`src/rtl/scu_pkg.sv`:
```
package scu_pkg;
  localparam logic [1:0] ST_I = 2'd0;
  localparam logic [1:0] ST_S = 2'd1;
  localparam logic [1:0] ST_E = 2'd2;
  localparam logic [1:0] ST_M = 2'd3;

  // read fill: Shared when someone else keeps a copy, else Exclusive
  function automatic logic [1:0] read_fill(input logic others);
    return others ? ST_S : ST_E;
  endfunction

  function automatic logic is_dirty(input logic [1:0] st);
    return st == ST_M;
  endfunction
endpackage

```
`src/rtl/scu_arb.sv`:
```
module scu_arb #(
  parameter int NC = 4,
  parameter int IW = 2
) (
  input  logic          clk,
  input  logic          rst_n,
  input  logic [NC-1:0] req,
  output logic          gnt_valid,
  output logic [IW-1:0] gnt_idx,
  output logic [NC-1:0] gnt_oh
);
  logic busy_q;

  always_comb begin
    gnt_valid = 1'b0;
    gnt_idx   = '0;
    gnt_oh    = '0;
    if (!busy_q) begin
      for (int i = NC - 1; i >= 0; i--) begin
        if (req[i]) begin
          gnt_valid = 1'b1;
          gnt_idx   = IW'(i);
        end
      end
    end
    if (gnt_valid) gnt_oh[gnt_idx] = 1'b1;
  end

  always_ff @(posedge clk) begin
    if (!rst_n) busy_q <= 1'b0;
    else        busy_q <= gnt_valid;
  end

  AST_ONE_GRANT: assert property (@(posedge clk) disable iff (!rst_n) $onehot0(gnt_oh));
  AST_GRANT_GAP: assert property (@(posedge clk) disable iff (!rst_n) gnt_valid |=> !gnt_valid);
endmodule

```
`src/rtl/scu_dup_tags.sv`:
```
module scu_dup_tags #(
  parameter int NC    = 4,
  parameter int SET_W = 2,
  parameter int TAG_W = 10
) (
  input  logic                  clk,
  input  logic                  rst_n,
  input  logic [SET_W-1:0]      lk_set,
  input  logic [TAG_W-1:0]      lk_tag,
  output logic [NC-1:0][1:0]    lk_state,
  input  logic [NC-1:0]         wr_en,
  input  logic [NC-1:0][1:0]    wr_state
);
  import scu_pkg::*;
  localparam int SETS = 1 << SET_W;

  logic [NC-1:0] wr_m;

  for (genvar c = 0; c < NC; c++) begin : g_core
    logic [TAG_W-1:0] tag_q [SETS];
    logic [1:0]       st_q  [SETS];

    assign lk_state[c] = (tag_q[lk_set] == lk_tag) ? st_q[lk_set] : ST_I;
    assign wr_m[c]     = wr_en[c] && (wr_state[c] == ST_M);

    always_ff @(posedge clk) begin
      if (!rst_n) begin
        for (int s = 0; s < SETS; s++) begin
          st_q[s]  <= ST_I;
          tag_q[s] <= '0;
        end
      end else if (wr_en[c]) begin
        st_q[lk_set]  <= wr_state[c];
        tag_q[lk_set] <= lk_tag;
      end
    end
  end

  AST_SINGLE_OWNER: assert property (@(posedge clk) disable iff (!rst_n) $countones(wr_m) <= 1);
endmodule

```
`src/rtl/scu_top.sv`:
```
module scu_top #(
  parameter int NC    = 4,
  parameter int AW    = 16,
  parameter int OFF_W = 4,
  parameter int SET_W = 2
) (
  input  logic             clk,
  input  logic             rst_n,
  input  logic [NC-1:0]    amp_core,
  input  logic [NC-1:0]    req_valid,
  input  logic [NC-1:0]    req_write,
  input  logic [NC-1:0]    req_instr,
  input  logic [NC*AW-1:0] req_addr,
  output logic [NC-1:0]    resp_valid,
  output logic [1:0]       resp_state,
  output logic             resp_peer,
  output logic [NC-1:0]    snp_valid,
  output logic             snp_inv,
  output logic [AW-1:0]    snp_addr,
  output logic             mem_rd,
  output logic             mem_wb,
  output logic             mem_instr,
  output logic [AW-1:0]    mem_addr
);
  import scu_pkg::*;
  localparam int TAG_W = AW - OFF_W - SET_W;
  localparam int IW    = (NC > 1) ? $clog2(NC) : 1;

  logic              gnt_valid;
  logic [IW-1:0]     gnt_idx;
  logic [NC-1:0]     gnt_oh;
  logic [AW-1:0]     r_addr;
  logic              r_wr, r_ins, r_pass;
  logic [NC-1:0][1:0] lk_state;
  logic [NC-1:0]     wr_en;
  logic [NC-1:0][1:0] wr_state;
  logic [NC-1:0]     holders;
  logic              any_holder, dirty_peer, own_valid;
  logic [1:0]        own_st;
  logic [1:0]        nx_state;
  logic              nx_peer, nx_inv, nx_rd, nx_wb;
  logic [NC-1:0]     nx_snp;

  scu_arb #(.NC(NC), .IW(IW)) u_arb (
    .clk(clk), .rst_n(rst_n), .req(req_valid),
    .gnt_valid(gnt_valid), .gnt_idx(gnt_idx), .gnt_oh(gnt_oh)
  );

  assign r_addr = req_addr[gnt_idx*AW +: AW];
  assign r_wr   = req_write[gnt_idx];
  assign r_ins  = req_instr[gnt_idx];
  assign r_pass = r_ins || amp_core[gnt_idx];

  scu_dup_tags #(.NC(NC), .SET_W(SET_W), .TAG_W(TAG_W)) u_tags (
    .clk(clk), .rst_n(rst_n),
    .lk_set(r_addr[OFF_W +: SET_W]), .lk_tag(r_addr[AW-1 -: TAG_W]),
    .lk_state(lk_state), .wr_en(wr_en), .wr_state(wr_state)
  );

  // holder filter: coherent cores other than the requester with a live copy
  always_comb begin
    dirty_peer = 1'b0;
    for (int j = 0; j < NC; j++) begin
      holders[j] = (IW'(j) != gnt_idx) && !amp_core[j] && (lk_state[j] != ST_I);
      if (holders[j] && is_dirty(lk_state[j])) dirty_peer = 1'b1;
    end
    any_holder = |holders;
    own_st     = lk_state[gnt_idx];
    own_valid  = own_st != ST_I;
  end

  always_comb begin
    nx_state = ST_I;
    nx_peer  = 1'b0;
    nx_inv   = 1'b0;
    nx_rd    = 1'b0;
    nx_wb    = 1'b0;
    nx_snp   = '0;
    wr_en    = '0;
    wr_state = '0;
    if (gnt_valid) begin
      if (r_pass) begin
        nx_rd = !r_wr;
        nx_wb = r_wr;
      end else if (!r_wr) begin
        nx_state = read_fill(any_holder);
        nx_peer  = any_holder;
        nx_rd    = !any_holder;
        nx_snp   = holders;
        nx_wb    = dirty_peer;
        for (int j = 0; j < NC; j++) begin
          wr_en[j]    = holders[j];
          wr_state[j] = ST_S;
        end
        wr_en[gnt_idx]    = 1'b1;
        wr_state[gnt_idx] = nx_state;
      end else begin
        nx_state = ST_M;
        nx_snp   = holders;
        nx_inv   = any_holder;
        nx_peer  = !own_valid && any_holder;
        nx_rd    = !own_valid && !any_holder;
        nx_wb    = dirty_peer;
        for (int j = 0; j < NC; j++) begin
          wr_en[j]    = holders[j];
          wr_state[j] = ST_I;
        end
        wr_en[gnt_idx]    = 1'b1;
        wr_state[gnt_idx] = ST_M;
      end
    end
  end

  always_ff @(posedge clk) begin
    if (!rst_n) begin
      resp_valid <= '0;
      resp_state <= ST_I;
      resp_peer  <= 1'b0;
      snp_valid  <= '0;
      snp_inv    <= 1'b0;
      snp_addr   <= '0;
      mem_rd     <= 1'b0;
      mem_wb     <= 1'b0;
      mem_instr  <= 1'b0;
      mem_addr   <= '0;
    end else begin
      resp_valid <= gnt_oh;
      resp_state <= nx_state;
      resp_peer  <= nx_peer;
      snp_valid  <= nx_snp;
      snp_inv    <= nx_inv;
      snp_addr   <= {r_addr[AW-1:OFF_W], {OFF_W{1'b0}}};
      mem_rd     <= nx_rd;
      mem_wb     <= nx_wb;
      mem_instr  <= gnt_valid && r_ins;
      mem_addr   <= {r_addr[AW-1:OFF_W], {OFF_W{1'b0}}};
    end
  end

  AST_REQ_NOT_SNOOPED: assert property (@(posedge clk) disable iff (!rst_n) (snp_valid & resp_valid) == '0);
  AST_AMP_NOT_SNOOPED: assert property (@(posedge clk) disable iff (!rst_n) (|snp_valid) |-> (snp_valid & $past(amp_core)) == '0);
  AST_PEER_NO_MEMRD: assert property (@(posedge clk) disable iff (!rst_n) resp_peer |-> !mem_rd);
  AST_INSTR_NO_SNOOP: assert property (@(posedge clk) disable iff (!rst_n) mem_instr |-> snp_valid == '0);
  AST_SNOOP_WITH_RESP: assert property (@(posedge clk) disable iff (!rst_n) (|snp_valid) |-> (|resp_valid));

  for (genvar c = 0; c < NC; c++) begin : g_snp_chk
    AST_SNOOP_SHORT: assert property (@(posedge clk) disable iff (!rst_n) snp_valid[c] |=> !snp_valid[c]);
  end
endmodule

```
`config.mk`:
```
export PLATFORM = sky130hd
export DESIGN_NAME = scu_top
export DESIGN_NICKNAME = d
export VERILOG_FILES = /design/src/rtl/scu_pkg.sv /design/src/rtl/scu_arb.sv /design/src/rtl/scu_dup_tags.sv /design/src/rtl/scu_top.sv
export SDC_FILE = /design/constraint.sdc
export NUM_CORES = 1
export LEC_CHECK = 0
export ABC_AREA = 1
export ABC_CLOCK_PERIOD_IN_PS = 9600
export CORE_UTILIZATION = 35
export DETAILED_ROUTE_END_ITERATION = 10
export PLACE_DENSITY = 0.6
export SLEW_MARGIN = 20
export SYNTH_ARGS = -nofsm -noshare
export SYNTH_HDL_FRONTEND = slang
export SYNTH_SLANG_ARGS = --single-unit
export TNS_END_PERCENT = 100
```
`constraint.sdc`:
```
create_clock -name clk -period 9.6 [get_ports clk]
set_input_delay 2.88 -clock clk [delete_from_list [all_inputs] [get_ports clk]]
set_output_delay 2.88 -clock clk [all_outputs]
set_load 0.005 [all_outputs]
```
==> reports/metrics.json <==
{
  "seq_area_frac_synth_pct": 55.0,
  "global_route.overflow_total": 0,
  "final_min_period_over_clock_period_pct": 77.5,
  "synthesis.area_um2": 11500,
  "yosysWarningCount": 0,
  "hp-class": "flip-flop to flip-flop",
  "layout_common_cells": "sky130_fd_sc_hd__nand2_1, sky130_fd_sc_hd__nor2_1, sky130_fd_sc_hd__edfxtp_1",
  "powerDensity_nw_per_um2": 185,
  "pin_count": 129,
  "pre_cts_slack_ps": 1650,
  "synth_flop_type": "sky130_fd_sc_hd__edfxtp_1",
  "critical_path.max_stage_delay_ps": 680,
  "power.static_leakage_nw": 5.83,
  "worst-endpoint-required_ps": 9770,
  "clock_tree.root_cell": "sky130_fd_sc_hd__clkbuf_16",
  "globalRouteTotalUtil_pct": 19.9,
  "layout_setup_ws_ps": 2160,
  "clock_transition_at_the_registers_of_the_reported_paths_ps": 60,
  "layout.cell_area.non_filler_um2": 13600,
  "floorplan.initialDensity_pct": 35.4,
  "ys_seq_elements": 220,
  "cts_made_buffers": 25,
  "die_w_um": 183,
  "finalSetupTns_ps": 0,
  "row_count": 66,
  "postCtsSetupBuffers": 0,
  "design.final.nets": 1478,
  "placed_cells_incl_taps": 1811,
  "max-vdd-ir-drop_v": 0.000126,
  "grt_antenna_before_repair": 0,
  "cts_sinks": 220,
  "clock_tree_from_tritoncts": "done",
  "rsz0062_at_grt": "false",
  "cts-resized-gates": 0,
  "cpLargestDelayFamily": "simple AND/OR/NAND/NOR gates",
  "share_of_final_layout_standard_cells_stronger_than_drive_strength_1_pct": 10.3,
  "finalSetupViolations": 0,
  "die_h_um": 183,
  "cts-htree-levels": 1,
  "hold_viol": 0,
  "wl_um": 33500,
  "clock.fmax_mhz": 134,
  "antenna_violating_nets_post_route": 0,
  "type_of_the_worst_setup_path": "input port to flip-flop",
  "areaGrowthSynthToFinish_pct": 18.5,
  "final_setup_skew_ps": 18.1,
  "run_status": "finished clean",
  "count_of_flip_flops_with_a_built_in_enable_after_synthesis": 192,
  "clock_path_buffers": 3,
  "netlist_instances": 1318,
  "antenna-diode-count": 0,
  "post_synth.cell_area_avg_um2": 8.72,
  "fin_cells": 1856,
  "via_count_of_the_first_global_routing_pass": 8637,
  "gp_routability_congestion": 0.913,
  "drt-pass1-iter-count": 5,
  "core-area_um2": 32500,
  "postPlaceCellArea_um2": 12800,
  "average_via_count_per_standard_cell": 4.95,
  "drv_slew": 0,
  "initialDrtViolationCount": 839,
  "asyncSetResetFlopFracSynth_pct": 0,
  "maxCapViolations": 0,
  "worstMarginPinSlew_ps": 858,
  "vias": 9191,
  "layout.cells.most_common": "sky130_fd_sc_hd__nand2_1",
  "route.detailed.wl_per_inst_um": 18.0,
  "post_synth_num_cell_types": 36,
  "die-area_um2": 33600,
  "worstPathCellList": "clkdlybuf4s50_1 > inv_1 > nand2_1 > nor2_4 > nand2_2 > nand2_2 > o22ai_1 > nor2_2 > clkinv_1 > buf_4 > nand2_1 > nand2_1 > nor2_1 > nand3_1 > nor2_2 > o211ai_2 > inv_2 > nand2_1 > nand2_2 > nand2_1 > nand2_1",
  "first_pass_grt_wire_length_um": 50500,
  "largest_net_degree_at_the_start_of_global_routing": 58,
  "max_slew_margin_pct": 42.6,
  "post_cts_hold_buffer_count": 0,
  "period_needed_ps": 7440,
  "dp_hpwl_um": 21500,
  "worst_path_max_delay_cell": "sky130_fd_sc_hd__nand2_1",
  "startpoint_type": "input port",
  "cp_capture_type": "flip-flop",
  "place.port_buffers": 104,
  "worst_ep_arrival_time_ps": 7600,
  "drc_errors": 0,
  "final_util_pct": 42.0,
  "path_common_cell": "sky130_fd_sc_hd__nand2_1",
  "critPathMaxFanout": 16,
  "clkLatencyLatePin_ps": 540,
  "timing.critical_path.buf_inv": 5
}
metrics by stage:
step	power (mW)	hold slack [ps]
final	2.52	799
after detailed placement	1.56	784
after global routing	2.61	842
after floorplan	1.40	670
after CTS	2.53	801
after global placement	1.56	781
synthesized netlist by cell type (17+ instances only):
library cell               count  area share [%]
sky130_fd_sc_hd__o22ai_1      26             1.4
sky130_fd_sc_hd__nand2_1     303             9.9
sky130_fd_sc_hd__inv_2        19            0.62
sky130_fd_sc_hd__nor2_2       28             1.5
sky130_fd_sc_hd__nand2_2      17            0.93
sky130_fd_sc_hd__inv_1       134             4.4
sky130_fd_sc_hd__edfxtp_1    192              50
sky130_fd_sc_hd__dfxtp_1      28             4.9
sky130_fd_sc_hd__nand3_1     138             6.0
sky130_fd_sc_hd__nand3b_1     54             3.5
sky130_fd_sc_hd__buf_2        28             1.2
sky130_fd_sc_hd__nor2_1      212             6.9
sky130_fd_sc_hd__buf_4        32             2.1
where the power goes:
group	switching (mW)	internal [mW]	leakage [nW]
registers	0.0120	1.08	2.21
logic	0.310	0.143	3.20
clock network	0.386	0.584	0.411
routing by layer:
layer	track usage, %	share of wire [%]	up-vias
met1	26.9	44	4387
met4	5.70	2.8	0
met5	0	0	-
met2	33.7	48	314
li1	-	-	4435
met3	2.16	5.8	55
final timing paths:
kind / startpoint / to / slack [ps] / cells after the start
setup / recovery: req_valid[0] / u_tags.g_core[1].tag_q[0][8] / 2160 / 21
hold / removal: u_tags.g_core[2].st_q[1][1] / snp_valid[2] / 800 / 4
hold reg to reg: u_tags.g_core[2].st_q[1][1] / snp_valid[2] / 800 / 4
setup reg to reg: u_arb.busy_q / u_tags.g_core[1].tag_q[0][8] / 4680 / 19
layout make-up:
cell class	count	area [um^2]
flip-flops and latches	220	6330
inverters	156	586
clock inverters	11	103
well taps	442	553
multi-input cells	866	4110
clock buffers	34	732
fillers	3196	18800
repair buffers	127	1210
flip-flops by register name, indices dropped and copies added (netlist names):
signal and count:
u_arb.busy_q 1, mem_rd 1, snp_inv 1, resp_valid 4, snp_valid 4, u_tags.g_core.tag_q 160
mem_wb 1, mem_addr 12, resp_peer 1, resp_state 2, mem_instr 1, u_tags.g_core.st_q 32
worst min-delay path, stage by stage, from the launching register on:
cell and delay, ps:
sky130_fd_sc_hd__edfxtp_1 320, sky130_fd_sc_hd__nand2_1 50, sky130_fd_sc_hd__nand4_1 120, sky130_fd_sc_hd__o211ai_2 150
sky130_fd_sc_hd__nor2_1 120
kinds of logic (layout without fill, tap and decap cells):
group	count (synthesis)	count (layout)	synth area share (%)
compound gates	55	55	3.23
xor+xnor	2	2	0.152
other cells	1	8	0.0326
flops	220	220	55.0
simple gates	801	801	32.0
buf+inv	239	328	9.54
No activity file was read; power rests on OpenSTA's default activity.
